## src/rtl/adc_boot_seq.sv

```systemverilog
module adc_boot_seq #(
  parameter int NCH      = 8,
  parameter int RST_WAIT = 18,
  parameter int CAL_WAIT = 1530000
) (
  input  logic             clk,
  input  logic             rst_n,
  input  logic             start,
  input  logic [6:0]       rate_ksps,
  input  logic             ref_internal,
  input  logic             ref_4v,
  input  logic [NCH*4-1:0] gain_sel,
  input  logic [NCH*3-1:0] mux_sel,
  input  logic [NCH-1:0]   ch_enable,
  output logic             cmd_valid,
  output logic             cmd_rmw,
  output logic [7:0]       cmd_opcode,
  output logic [4:0]       cmd_addr,
  output logic [7:0]       cmd_mask,
  output logic [7:0]       cmd_wdata,
  input  logic             cmd_ack,
  input  logic             cmd_err,
  output logic             done,
  output logic             fail
);

  localparam int CW     = (NCH > 1) ? $clog2(NCH) : 1;
  localparam int CMAX   = (RST_WAIT > CAL_WAIT) ? RST_WAIT : CAL_WAIT;
  localparam int TW     = $clog2(CMAX + 1);
  localparam int RW_END = RST_WAIT - 1;
  localparam int CA_END = CAL_WAIT - 1;

  typedef enum logic [3:0] {
    S_IDLE, S_CHECK, S_RESET, S_RWAIT, S_SDC, S_RATE, S_REF, S_CHCFG,
    S_PWDN, S_OCAL, S_GO, S_CWAIT, S_HALT, S_DONE, S_FAIL
  } st_t;

  st_t              st, adv;
  logic [CW-1:0]    ch;
  logic [TW-1:0]    cnt;
  logic [6:0]       rate_q;
  logic             refi_q, ref4_q;
  logic [NCH*4-1:0] gain_q;
  logic [NCH*3-1:0] mux_q;
  logic [NCH-1:0]   en_q;
  logic             cfg_bad;
  logic             last_ch;
  logic [3:0]       rate_c, gain_c;
  logic [2:0]       mux_c;

  function automatic logic [3:0] rate_enc(input logic [6:0] r);
    case (r)
      7'd64:   return 4'd0;
      7'd32:   return 4'd1;
      7'd16:   return 4'd2;
      7'd8:    return 4'd3;
      7'd4:    return 4'd4;
      7'd2:    return 4'd5;
      7'd1:    return 4'd6;
      default: return 4'b1000;
    endcase
  endfunction

  function automatic logic [3:0] gain_enc(input logic [3:0] g);
    case (g)
      4'd1:    return 4'd1;
      4'd2:    return 4'd2;
      4'd4:    return 4'd4;
      4'd8:    return 4'd5;
      4'd12:   return 4'd6;
      default: return 4'b1000;
    endcase
  endfunction

  function automatic logic mux_bad(input logic [2:0] m);
    return !(m == 3'd0 || m == 3'd1 || m == 3'd3 || m == 3'd4);
  endfunction

  assign done    = (st == S_DONE);
  assign fail    = (st == S_FAIL);
  assign last_ch = (ch == CW'(NCH - 1));
  assign rate_c  = rate_enc(rate_q);
  assign gain_c  = gain_enc(gain_q[int'(ch)*4 +: 4]);
  assign mux_c   = mux_q[int'(ch)*3 +: 3];

  always_comb begin
    cfg_bad = rate_c[3];
    for (int i = 0; i < NCH; i++)
      if (en_q[i])
        cfg_bad = cfg_bad | gain_enc(gain_q[i*4 +: 4])[3] | mux_bad(mux_q[i*3 +: 3]);
  end

  always_comb begin
    cmd_valid  = 1'b0;
    cmd_rmw    = 1'b0;
    cmd_opcode = 8'h00;
    cmd_addr   = 5'd0;
    cmd_mask   = 8'h00;
    cmd_wdata  = 8'h00;
    case (st)
      S_RESET: begin cmd_valid = 1'b1; cmd_opcode = 8'h06; end
      S_SDC:   begin cmd_valid = 1'b1; cmd_opcode = 8'h11; end
      S_OCAL:  begin cmd_valid = 1'b1; cmd_opcode = 8'h1A; end
      S_GO:    begin cmd_valid = 1'b1; cmd_opcode = 8'h08; end
      S_HALT:  begin cmd_valid = 1'b1; cmd_opcode = 8'h0A; end
      S_RATE: begin
        cmd_valid = 1'b1;
        cmd_rmw   = 1'b1;
        cmd_addr  = 5'd1;
        cmd_mask  = 8'h07;
        cmd_wdata = {5'd0, rate_c[2:0]};
      end
      S_REF: begin
        cmd_valid = 1'b1;
        cmd_rmw   = 1'b1;
        cmd_addr  = 5'd3;
        cmd_mask  = refi_q ? 8'hA0 : 8'h80;
        cmd_wdata = refi_q ? {2'b10, ref4_q, 5'd0} : 8'h00;
      end
      S_CHCFG: begin
        cmd_valid = en_q[ch];
        cmd_rmw   = 1'b1;
        cmd_addr  = 5'd5 + 5'(ch);
        cmd_mask  = 8'h77;
        cmd_wdata = {1'b0, gain_c[2:0], 1'b0, mux_c};
      end
      S_PWDN: begin
        cmd_valid = !en_q[ch];
        cmd_rmw   = 1'b1;
        cmd_addr  = 5'd5 + 5'(ch);
        cmd_mask  = 8'h80;
        cmd_wdata = 8'h80;
      end
      default: ;
    endcase
  end

  always_comb begin
    case (st)
      S_RESET: adv = S_RWAIT;
      S_SDC:   adv = S_RATE;
      S_RATE:  adv = S_REF;
      S_REF:   adv = S_CHCFG;
      S_CHCFG: adv = last_ch ? S_PWDN : S_CHCFG;
      S_PWDN:  adv = last_ch ? S_OCAL : S_PWDN;
      S_OCAL:  adv = S_GO;
      S_GO:    adv = S_CWAIT;
      S_HALT:  adv = S_DONE;
      default: adv = st;
    endcase
  end

  always_ff @(posedge clk or negedge rst_n) begin
    if (!rst_n) begin
      st     <= S_IDLE;
      ch     <= '0;
      cnt    <= '0;
      rate_q <= '0;
      refi_q <= 1'b0;
      ref4_q <= 1'b0;
      gain_q <= '0;
      mux_q  <= '0;
      en_q   <= '0;
    end else begin
      case (st)
        S_IDLE, S_DONE, S_FAIL: begin
          if (start) begin
            rate_q <= rate_ksps;
            refi_q <= ref_internal;
            ref4_q <= ref_4v;
            gain_q <= gain_sel;
            mux_q  <= mux_sel;
            en_q   <= ch_enable;
            ch     <= '0;
            st     <= S_CHECK;
          end
        end
        S_CHECK: st <= cfg_bad ? S_FAIL : S_RESET;
        S_RWAIT: begin
          if (cnt == TW'(RW_END)) begin
            st  <= S_SDC;
            cnt <= '0;
          end else begin
            cnt <= cnt + 1'b1;
          end
        end
        S_CWAIT: begin
          if (cnt == TW'(CA_END)) begin
            st  <= S_HALT;
            cnt <= '0;
          end else begin
            cnt <= cnt + 1'b1;
          end
        end
        default: begin
          if ((cmd_valid && cmd_ack) || !cmd_valid) begin
            if (cmd_valid && cmd_err) begin
              st <= S_FAIL;
            end else begin
              st  <= adv;
              cnt <= '0;
              if (st == S_CHCFG || st == S_PWDN)
                ch <= last_ch ? '0 : ch + 1'b1;
            end
          end
        end
      endcase
    end
  end

  AST_REQ_HOLD: assert property (@(posedge clk) disable iff (!rst_n)
    cmd_valid && !cmd_ack |=> cmd_valid && $stable({cmd_rmw, cmd_opcode, cmd_addr, cmd_mask, cmd_wdata}));
  AST_ERR_ABORT: assert property (@(posedge clk) disable iff (!rst_n)
    cmd_valid && cmd_ack && cmd_err |=> fail && !done);
  AST_FAIL_QUIET: assert property (@(posedge clk) disable iff (!rst_n)
    fail |-> !cmd_valid && !done);
  AST_DONE_QUIET: assert property (@(posedge clk) disable iff (!rst_n)
    done |-> !cmd_valid);
  AST_DATA_IN_MASK: assert property (@(posedge clk) disable iff (!rst_n)
    cmd_valid && cmd_rmw |-> (cmd_wdata & ~cmd_mask) == 8'h00);
  AST_FLAG_HOLD: assert property (@(posedge clk) disable iff (!rst_n)
    $past(done) && !$past(start) |-> done);

endmodule

```

## config.mk

```make
export PLATFORM = sky130hd
export DESIGN_NAME = adc_boot_seq
export DESIGN_NICKNAME = d
export VERILOG_FILES = /design/src/rtl/adc_boot_seq.sv
export SDC_FILE = /design/constraint.sdc
export NUM_CORES = 1
export LEC_CHECK = 0
export BUFFER_PORTS_ARGS = -buffer_cell sky130_fd_sc_hd__clkbuf_2
export CAP_MARGIN = 15
export CORE_MARGIN = 2
export CORE_UTILIZATION = 56
export CTS_BUF_LIST = sky130_fd_sc_hd__clkbuf_8
export DETAILED_ROUTE_END_ITERATION = 7
export HOLD_SLACK_MARGIN = 0.03
export MAX_ROUTING_LAYER = met4
export PLACE_DENSITY = 0.82
export SLEW_MARGIN = 10
export SYNTH_ARGS = -nofsm -noshare
export SYNTH_HDL_FRONTEND = slang
export SYNTH_SLANG_ARGS = --single-unit
```

## constraint.sdc

```tcl
create_clock -name clk -period 5.2 [get_ports clk]
set_input_delay 0.52 -clock clk [delete_from_list [all_inputs] [get_ports clk]]
set_output_delay 0.52 -clock clk [all_outputs]
set_load 0.01 [all_outputs]
```

Yosys cells after proc, flatten, opt, wreduce, memory -nomap -nowiden:

Index checks and enable logic that the tools add are counted.
W data, S select, Z words.

* flip-flop bits (word level): 101
* bits in latches: 0
* RAM bits: 0
* bits in read-only memories: 0
* input bits: 78
* word-level logic and storage cells: 251
* memories: 0

* add/subtract/negate cells: 3
* multipliers: 1
* div/mod/pow operators: 0
* order comparisons: 1
* equal/unequal tests: 98
* shift-type cells: 2
* muxes and demuxes: 57
* bitwise logic cells: 18
* reductions and logical operators: 62

Operators with widths (number)
* $pmux W4 S5: 8
* $eq A4 B4 Y1 const B: 25
* $mux W21: 4
* $pmux W8 S4: 2
* $pmux W21 S3: 1
* $mux W4: 15
* $eq A4 B3 Y1 const B: 13
* $eq A4 B2 Y1 const B: 11
* $eq A4 B1 Y1 const B: 10
* $pmux W4 S9: 1
* $shiftx A32 B6 Y4: 1
* $pmux W4 S7: 1
* $eq A3 B3 Y1 const B: 9
* $logic_or A1 B1 Y1: 26
* $pmux W5 S5: 1
* $eq A3 B1 Y1 const B: 8
* $eq A3 B2 Y1 const B: 8
* $logic_not A3 Y1: 8
* $shiftx A24 B6 Y3: 1
* $add A21 B1 Y21 const B: 1
* $eq A21 B21 Y1 const B: 1
* $eq A21 B5 Y1 const B: 1
* $or A1 B1 Y1: 16
* $pmux W4 S4: 1
* other kinds (38): 69

Depth between registers and ports, before layout:

Gate-level depths: netlist (run 1).

* depth after elaboration: 30
* mapped depth: 11
* depth with buffers taken out: 9

Worst setup path after synthesis (run 1):

No wires, ideal clock.

* path kind: flip-flop to flip-flop
* start point: reg ch[0]
* end point: reg ch[0]
* arrival: 2339 ps
* required time: 5075 ps
* path slack: 2736 ps
* stages on the path, launching flop included: 10
* path buffers: 1
* clock period less this slack: 2464 ps
* cells stage by stage: dfrtp_1 -> buf_6 -> mux4_2 -> mux2i_4 -> o21ai_2 -> or3_4 -> inv_2 -> a21oi_2 -> nor2_2 -> mux2_2

* cells in the longest elaborated chain, start to end: 8
* elaborated cells between the ends (all ways): 18

Ends and longest elaborated chain
* from (decl): RTL line 39 `logic [CW-1:0] ch;`
* from (signal assigned): RTL line 203 `ch <= last_ch ? '0 : ch + 1'b1;`
* $bmux W1 S3 *: RTL line 121, 128
* $mux W1 (not written as such) *: RTL line 121, 128
* $logic_not A1 Y1: RTL line 128 `cmd_valid = !en_q[ch];`
* $pmux W1 S3 *: RTL line 100 `case (st)`
* net cmd_valid: RTL line 15 `output logic cmd_valid,`
* $logic_and A1 B1 Y1 / $logic_not A1 Y1 (equally long branches): RTL line 196 `if ((cmd_valid && cmd_ack) || !cmd_valid) begin`
* $logic_or A1 B1 Y1: RTL line 196
* $reduce_bool A2 Y1 (no source line)
* $reduce_and A5 Y1 (no source line) *

Mark *: on every way through the listed nets, which the timed path passes. The rest lies on a longest branch. The select of a mux whose other input is x is not followed.
A chain may end at the register's enable or synchronous reset.

Final worst setup path (run 1):

* start point: reg ch[0]
* end point: out cmd_wdata[5]

* cells in the longest elaborated chain, start to end: 4
* elaborated cells between the ends (all ways): 8

Ends and longest elaborated chain
* $shiftx A32 B6 Y4 *: RTL line 83 `assign gain_c = gain_enc(gain_q[int'(ch)*4 +: 4]);`
* $eq A4 B4 Y1 (tied with other cells): RTL line 65 `case (g)`
* $pmux W3 S5 *: RTL line 65
* $pmux W8 S4 *: RTL line 100
* to (decl): RTL line 20 `output logic [7:0] cmd_wdata,`

Every way passes the cells marked *; elsewhere a longest branch is shown, timed or not.

==> flow_summary.ini, run 1 <==
[yosys]
synth_warnings = 0
seq_area_frac_synth = 0.427
ys_ff_latch = 101
postSynthAreaPerCell_um2 = 8.49
yosysTopAreaCellShare = 0.427
synthMuxAreaShare = 0.105
syn_inst = 698
syn-cell-area_um2 = 5930
synth_top_family_by_area = simple AND/OR/NAND/NOR gates
synth-edff-count = 0
synth_simple_gate_area_frac = 0.271
synth_xor_area_frac = 0.0177
async_reset_ff_frac = 1.00
synth_top_cell_by_area = dfrtp_1
synth_cell_type_count = 64
netlist_top_cells_area = dfrtp_1 43%, nand2_1 16%, mux4_1 4.0%
synthAdderAreaFrac = 0.0101
synth_compound_area_frac = 0.125
ys.flop_type = dfrtp_1

[critical_path]
cp.required_ns = 4.68
slowest_stage = dfrtp_1
cp-start-kind = flop
cp.arrival_ns = 3.08
critPathMaxStageDelay_ns = 1.00
crit_chain = mux4_1 > mux2_2 > nor3_1 > o211ai_1 > a21oi_1 > clkbuf_2
cp-end-kind = primary output
crit_type = reg -> out
crit_fanout = 21

[floorplan]
initial_core_util = 0.577
coreArea_um2 = 10300
die-area_um2 = 11400
die_w_um = 107
die_h_um = 107
num_rows = 37
io_pins = 111

[routing]
first_pass_iters = 5
vias_per_cell = 5.83
ant_nets = 0
num_vias = 5356
drtIter0Drc = 370
wl_um = 14700
drc = 0
post_drt_wl_per_cell_um = 16.1

[timing]
fin_tns_setup_ns = 0
min_period_ns = 3.60
drv_slew = 0
finalCritPeriodShare = 0.692
worst_pin_slew_ns = 0.987
fin_ws_ns = 1.60
fmax_ghz = 0.278
hold_violations = 0
rsz0062_at_grt = no
clock_skew_ns = 0.0111
slew_headroom = 0.342
setup_viol = 0

[global_route]
grt_usage = 0.283
grt_overflow = 0
grt_pass1_vias = 5259
antenna_found_initial = 0
grt_max_degree = 76
grt_pass1_wl_um = 24800

[clocking]
postCtsHoldBufs = 0
worst_skew_pair.late_latency_ns = 0.39
clk_path_buf_depth = 2
h-tree-depth = 3
cts_resized = 0
cts_root_buf = clkbuf_8
cts_made_buffers = 9
cts_sinks = 101
clk_pin_slew_ns = 0.10
cts_tree = done
post_cts_buffers = 0

[placed_design]
pre_cts_slack_ns = 1.70
dp_hpwl_um = 10700
port_buffers = 104
gp_congestion = 0.877

[cells_and_area]
drive_gt1_frac = 0.206
multi_input_area_um2 = 3170
syn_to_final_growth_pct = 12.9
fill_cells = 848
utilization = 0.651
diodes = 0
nets = 859
regArea_um2 = 2530

[min_path]
hold_class = in -> async

[power]
p_leak_uw = 0.00342
power_density_nw_per_um2 = 206
ir_drop_mv = 0.189

[run]
drv_cap = 0

[status]
status = completed
[cells in the final DEF (no fill, tap or decap), drive strengths merged, types with 12 or more instances in the layout]
cell type  Yosys  layout
nor3          22      22
mux4          16      16
dfrtp        101     101
nand3         14      14
inv            9      12
mux2          14      14
nor2          44      44
a21oi         21      21
o21ai         44      44
nand2        252     252
clkbuf        24     113
[area by class of cell]
cell class,count,area share
multi-input cells,547,0.474
flip-flops and latches,101,0.378
repair buffers,109,0.0856
well taps,136,0.0254
clock buffers,10,0.0206
clock inverters,6,0.0112
inverters,9,0.00505
[through the flow]
stage / hold WS (ns) / total power [uW] / area (um2) / instances
floorplan: 0.224 / 808 / 5940 / 703
finish: 0.121 / 1380 / 6690 / 918
CTS: 0.126 / 1390 / 6670 / 917
global placement: 0.462 / 851 / 6460 / 901
global route: 0.153 / 1420 / 6690 / 918
detailed placement: 0.476 / 852 / 6460 / 901
[cells by family after synthesis]
kind of cell    count (synthesis)
compound gates                115
fa+ha+maj                       5
other cells                     1
flops                         101
mux                            36
buf+inv                        55
simple gates                  373
xor+xnor                       12
[Yosys cell counts, drive strengths merged (4+ instances only)]
library cell	number
nor3	22
nor4b	4
o21a	4
nand4	4
xor2	9
inv	9
nand2b	4
ha	4
nor2b	7
or4	5
o21ai	44
dfrtp	101
o41ai	7
o22ai	4
nor2	44
nand3	14
mux2	14
a31oi	5
mux2i	6
nand2	252
buf	22
o211ai	5
mux4	16
o31ai	10
a21oi	21
clkbuf	24
nor4	6
[worst paths after layout]
path | endpoint | slack (ns) | depth (start not counted) | startpoint
setup / recovery | cmd_wdata[5] | 1.60 | 6 | ch[0]
hold / removal | mux_q[14] | 0.12 | 1 | rst_n
setup reg to reg | ch[2] | 1.99 | 8 | ch[0]
hold reg to reg | ref4_q | 0.51 | 2 | ref4_q
max in group asynchronous | st[0] | 3.95 | 2 | rst_n
min in group clk | gain_q[14] | 0.32 | 3 | gain_sel[14]
[registers in the layout, summed over array words and instances (netlist names)]
register and flops:
mux_q 24, refi_q 1, ch 3, ref4_q 1, gain_q 32, rate_q 7
st 4, cnt 21, en_q 8
[worst max-delay path, delay by kind of cell, from the launching register on]
kind	cells	cell delay [ns]
AO/OA/AOI/OAI	2	0.30
flip-flops	1	1.00
AND/OR/NAND/NOR	1	0.24
buffers and inverters	1	0.14
multiplexers	2	0.99
[power by group]
| group | switching [uW] | leakage, uW | internal (uW) |
|---|---|---|---|
| combinational | 28.7 | 0.00193 | 22.3 |
| clock | 298 | 0.000105 | 243 |
| sequential | 0 | 0.00138 | 785 |
| total | 326 | 0.00342 | 1050 |
[layer usage]
layer  vias to the layer above  routed length (um)  GRT usage
met1                      2554                6220      0.358
met4                         0                 543      0.123
li1                       2559                   -          -
met3                        49                 794     0.0553
met2                       194                7180      0.448
met5                         -                   0          -
(Power assumes the default switching activity.)
==> run 2: changes to the inputs <==
clock period = 3.4 ns   (was 5.2 ns; I/O delays follow)
==> run 2 against run 1 <==
Net effect:
- combinational power rose by 51%
- cell count rose by 0.65%
- count of clock-buffer cells in the layout fell by 1
==> flow_summary.ini, run 2 (same netlist as run 1, synthesis figures left out) <==
[status]
status = completed

[cells_and_area]
largest_register_ffs = 32
nets = 865
drive_gt1_frac = 0.212
fin_cells = 924
syn_to_final_growth_pct = 13.4
top_register = gain_q
layout_commonest_cell = nand2_1
diodes = 0
fill_cells = 869
layout_common_cells = 252 x nand2_1, 103 x clkbuf_2, 100 x dfrtp_1, 42 x nor2_1, 42 x o21ai_0
top_regs = gain_q: 32 flops, mux_q: 24 flops, cnt: 21 flops

[placed_design]
placed_cells_incl_taps = 907
gp_congestion = 0.973
dp_hpwl_um = 11100
port_buffers = 104
pre_cts_slack_ns = 0.524

[power]
p_leak_uw = 0.00344
power_density_nw_per_um2 = 302
ir_drop_mv = 0.321

[floorplan]
die-area_um2 = 11400
initial_core_util = 0.577
coreArea_um2 = 10300
die_h_um = 107
num_rows = 37
die_w_um = 107
io_pins = 111

[routing]
num_vias = 5375
ant_nets = 0
post_drt_wl_per_cell_um = 16.2
drc = 0
first_pass_iters = 5
vias_per_cell = 5.82
wl_um = 15000
drtIter0Drc = 305

[global_route]
grt_pass1_wl_um = 25300
antenna_found_initial = 0
grt_pass1_vias = 5342
grt_usage = 0.286
grt_max_degree = 73
grt_overflow = 0

[critical_path]
critPathMaxStageDelay_ns = 0.57
slowest_stage = mux4_1
cp.arrival_ns = 2.77
cp-start-kind = flop
crit_chain = buf_4 > mux4_1 > mux2_2 > nor3_1 > o211ai_1 > a21oi_1 > clkbuf_2
crit_fanout = 13
crit_type = reg -> out
cp.required_ns = 3.06
cp-end-kind = primary output

[run]
drv_cap = 0

[timing]
fmax_ghz = 0.322
drv_slew = 0
rsz0062_at_grt = no
setup_viol = 0
min_period_ns = 3.11
fin_tns_setup_ns = 0
finalCritPeriodShare = 0.914
clock_skew_ns = 0.00497
fin_ws_ns = 0.292
slew_headroom = 0.527
worst_pin_slew_ns = 0.710
hold_violations = 0

[clocking]
post_cts_buffers = 0
cts_tree = done
h-tree-depth = 3
clk_pin_slew_ns = 0.11
clk_path_buf_depth = 2
worst_skew_pair.late_latency_ns = 0.39
cts_root_buf = clkbuf_8
cts_made_buffers = 9
cts_sinks = 101

[min_path]
hold_class = in -> reg
[run 2: power by group]
| group | internal, uW | total [uW] | switching, uW | leakage, uW |
|---|---|---|---|---|
| sequential | 1200 | 1200 | 0 | 0.00138 |
| clock | 285 | 755 | 470 | 0.000100 |
| combinational | 35.4 | 77.0 | 41.5 | 0.00196 |
[run 2: what timing repair did]
item                                   in CTS  in global routing
hold buffers                                1                  0
setup endpoints to repair                   0                  1
endpoints found under the hold margin      48                  0
gates resized for setup                     0                  1
[run 2: final cells by class]
cell class,instances,area [um2],share of cell area
multi-input cells,547,3170,0.472
flip-flops and latches,101,2530,0.376
repair buffers,115,621,0.0923
well taps,136,170,0.0253
clock buffers,9,124,0.0184
clock inverters,7,70.1,0.0104
inverters,9,33.8,0.00503
[run 2: worst max-delay path, delay by kind of cell (launching register included)]
kind	cells	cell delay, ns
AND/OR/NAND/NOR	1	0.20
flip-flops	1	0.55
buffers and inverters	2	0.43
AO/OA/AOI/OAI	2	0.31
multiplexers	2	0.89
[run 2: path summary, 6_finish.rpt]
kind	startpoint	end	slack, ns	depth (start not counted)
min	gain_sel[31]	gain_q[31]	0.13	3
max reg2reg	ch[1]	ch[0]	0.65	8
max	ch[0]	cmd_wdata[5]	0.29	7
max in group asynchronous	rst_n	gain_q[17]	2.04	3
min in group asynchronous	rst_n	cnt[2]	0.52	2
min reg2reg	ref4_q	ref4_q	0.51	2
[run 2: metrics by stage]
| step | util | cell area, um2 | power (uW) | hold slack (ns) |
|---|---|---|---|---|
| after floorplan | - | 5940 | 1240 | 0.0444 |
| after global placement | 0.634 | 6520 | 1300 | 0.392 |
| after detailed placement | 0.634 | 6520 | 1300 | 0.404 |
| after CTS | 0.654 | 6720 | 2050 | 0.115 |
| after global routing | 0.654 | 6720 | 2110 | 0.114 |
| final | 0.654 | 6720 | 2030 | 0.135 |
[run 2: metal layers]
metal	GRT usage	part of all wire	vias up
met3	0.0553	0.058	39
li1	-	-	2573
met1	0.356	0.42	2544
met4	0.116	0.033	0
met2	0.463	0.49	219
met5	-	0	-
==> run 3: changes to the inputs <==
ABC_AREA = 1   (was unset)
==> run 3 against run 2 <==
Net effect:
- combinational power rose to 39 times the previous value
- wire length rose by 9.7%
- sequential power up 73%
- die area rose by 5.8%
- global-route usage grew 1.5 points
- register-to-register slack better by 0.33 ns
- first-iteration DRC count increased by 66%
- clock power is 9.1% higher
- power grew to 2.9 times the previous value
- largest power group is now combinational logic
==> flow_summary.ini, run 3 <==
[critical_path]
cp-start-kind = flop
cp.arrival_ns = 2.47
crit_type = reg -> out
crit_fanout = 31
cp-end-kind = primary output
cp.required_ns = 3.06

[yosys]
syn-cell-area_um2 = 6280
synth-edff-count = 0
ys.flop_type = dfrtp_1
synth_top_cell_by_area = dfrtp_1
seq_area_frac_synth = 0.402
ys_ff_latch = 101
postSynthAreaPerCell_um2 = 7.43
netlist_top_cells_area = dfrtp_1 40%, nand2_1 10%, nor2_1 7.6%
synth_warnings = 0
yosysTopAreaCellShare = 0.402
synth_most_common_cell = nand2_1
async_reset_ff_frac = 1.00
synth_cell_type_count = 42
ys_top_cells_by_count = 175 x nand2_1, 128 x nor2_1, 101 x dfrtp_1
syn_inst = 845

[clocking]
cts_made_buffers = 9
cts_tree = done
h-tree-depth = 3
cts_root_buf = clkbuf_8
clk_path_buf_depth = 2
postCtsHoldBufs = 0
worst_skew_pair.late_latency_ns = 0.40
cts_sinks = 101
clk_pin_slew_ns = 0.11
post_cts_buffers = 0
cts_resized = 0

[routing]
drtIter0Drc = 506
post_drt_wl_per_cell_um = 15.2
num_vias = 6013
wl_um = 16400
vias_per_cell = 5.58
drc = 0
first_pass_iters = 5
ant_nets = 0

[floorplan]
num_rows = 38
die-area_um2 = 12100
io_pins = 111
initial_core_util = 0.577
coreArea_um2 = 10900
die_h_um = 110
die_w_um = 110

[status]
status = completed

[cells_and_area]
largest_register_ffs = 32
syn_to_final_growth_pct = 12.0
drive_gt1_frac = 0.190
top_register = gain_q
diodes = 0
nets = 1016
layout_common_cells = 175 x nand2_1, 128 x nor2_1, 103 x clkbuf_2, 101 x dfrtp_1, 87 x inv_1
fin_cells = 1078
layout_commonest_cell = nand2_1
top_regs = gain_q: 32 flops, mux_q: 24 flops, cnt: 21 flops

[placed_design]
placed_cells_incl_taps = 1063
port_buffers = 104
gp_congestion = 0.919
dp_hpwl_um = 12200

[timing]
hold_violations = 0
rsz0062_at_grt = no
worst_pin_slew_ns = 1.03
setup_viol = 0
fmax_ghz = 0.356
clock_skew_ns = 0.00909
min_period_ns = 2.81
drv_slew = 0
finalCritPeriodShare = 0.827
fin_tns_setup_ns = 0
slew_headroom = 0.315

[global_route]
grt_pass1_vias = 5688
antenna_found_initial = 0
grt_max_degree = 93
grt_pass1_wl_um = 27100
grt_usage = 0.301
grt_overflow = 0

[power]
power.internal_uw = 3150
switching_share = 0.468
ir_drop_mv = 0.613
p_leak_uw = 0.00367
seqPwrFrac = 0.350
power_density_nw_per_um2 = 843
power.switching_uw = 2780
pwr-share-comb = 0.511
clkPwrFrac = 0.139

[min_path]
hold_class = in -> async

[run]
drv_cap = 0
## run 3: critical path, stage by stage, from the launching register on
cell and delay [ns]:
dfrtp_1 0.39, inv_1 0.59, o21ai_0 0.17, o221ai_1 0.19, o21ai_0 0.17, o21ai_0 0.19
nand3_1 0.14, nand2_1 0.10, clkbuf_2 0.13
## run 3: final timing paths
kind / start / to / slack, ns / depth (start not counted)
worst min register to register: ref4_q / ref4_q / 0.53 / 1
max in group asynchronous: rst_n / rate_q[0] / 2.55 / 2
worst min-delay path: rst_n / en_q[4] / 0.02 / 1
worst max-delay path: ch[0] / cmd_wdata[5] / 0.59 / 8
min in group clk: gain_sel[11] / gain_q[11] / 0.16 / 2
worst max register to register: st[0] / en_q[2] / 0.98 / 9
## run 3: cell families (layout without fill, tap and decap cells)
group,after synthesis,after routing,share of synthesized area
DFF,101,101,0.402
muxes,37,37,0.0663
other,1,6,0.000597
buffers and inverters,130,218,0.0918
and+or+nand+nor,425,425,0.294
xor gates and xnor gates,15,15,0.0209
adders and majority gates,4,4,0.00797
AOI/OAI and AO/OA,132,132,0.116
## run 3: cell type report
type	count	area, um2
repair buffers	113	591
well taps	140	175
multi-input cells	619	3200
clock buffers	9	124
fillers	1014	3850
inverters	90	338
clock inverters	6	78.8
flip-flops and latches	101	2530
## run 3: power groups by stage
stage | combinational [uW] | clock, uW | sequential, uW
after global routing | 3400 | 886 | 2130
after detailed placement | 3000 | 0 | 2080
after floorplan | 2370 | 0 | 1940
final | 3030 | 824 | 2070
after global placement | 2930 | 0 | 2070
after CTS | 3010 | 843 | 2060
## run 3: metal layers
metal | part of all wire | vias to the layer above | GRT usage | wire (um)
met3 | 0.068 | 37 | 0.0587 | 1120
met2 | 0.45 | 231 | 0.452 | 7420
li1 | - | 2931 | - | -
met4 | 0.024 | 0 | 0.113 | 400
met5 | 0 | - | - | 0
met1 | 0.45 | 2814 | 0.406 | 7470
## run 3: metrics by stage
step	worst slack [ns]	utilization	power, uW	hold slack, ns	instance area (um2)
finish	0.589	0.646	5930	0.0216	7040
global route	0.365	0.646	6420	0.0786	7040
CTS	0.607	0.646	5920	0.0507	7040
detailed placement	1.02	0.628	5080	0.483	6830
global placement	1.05	0.628	5000	0.487	6830
floorplan	1.57	-	4310	0.0444	6300
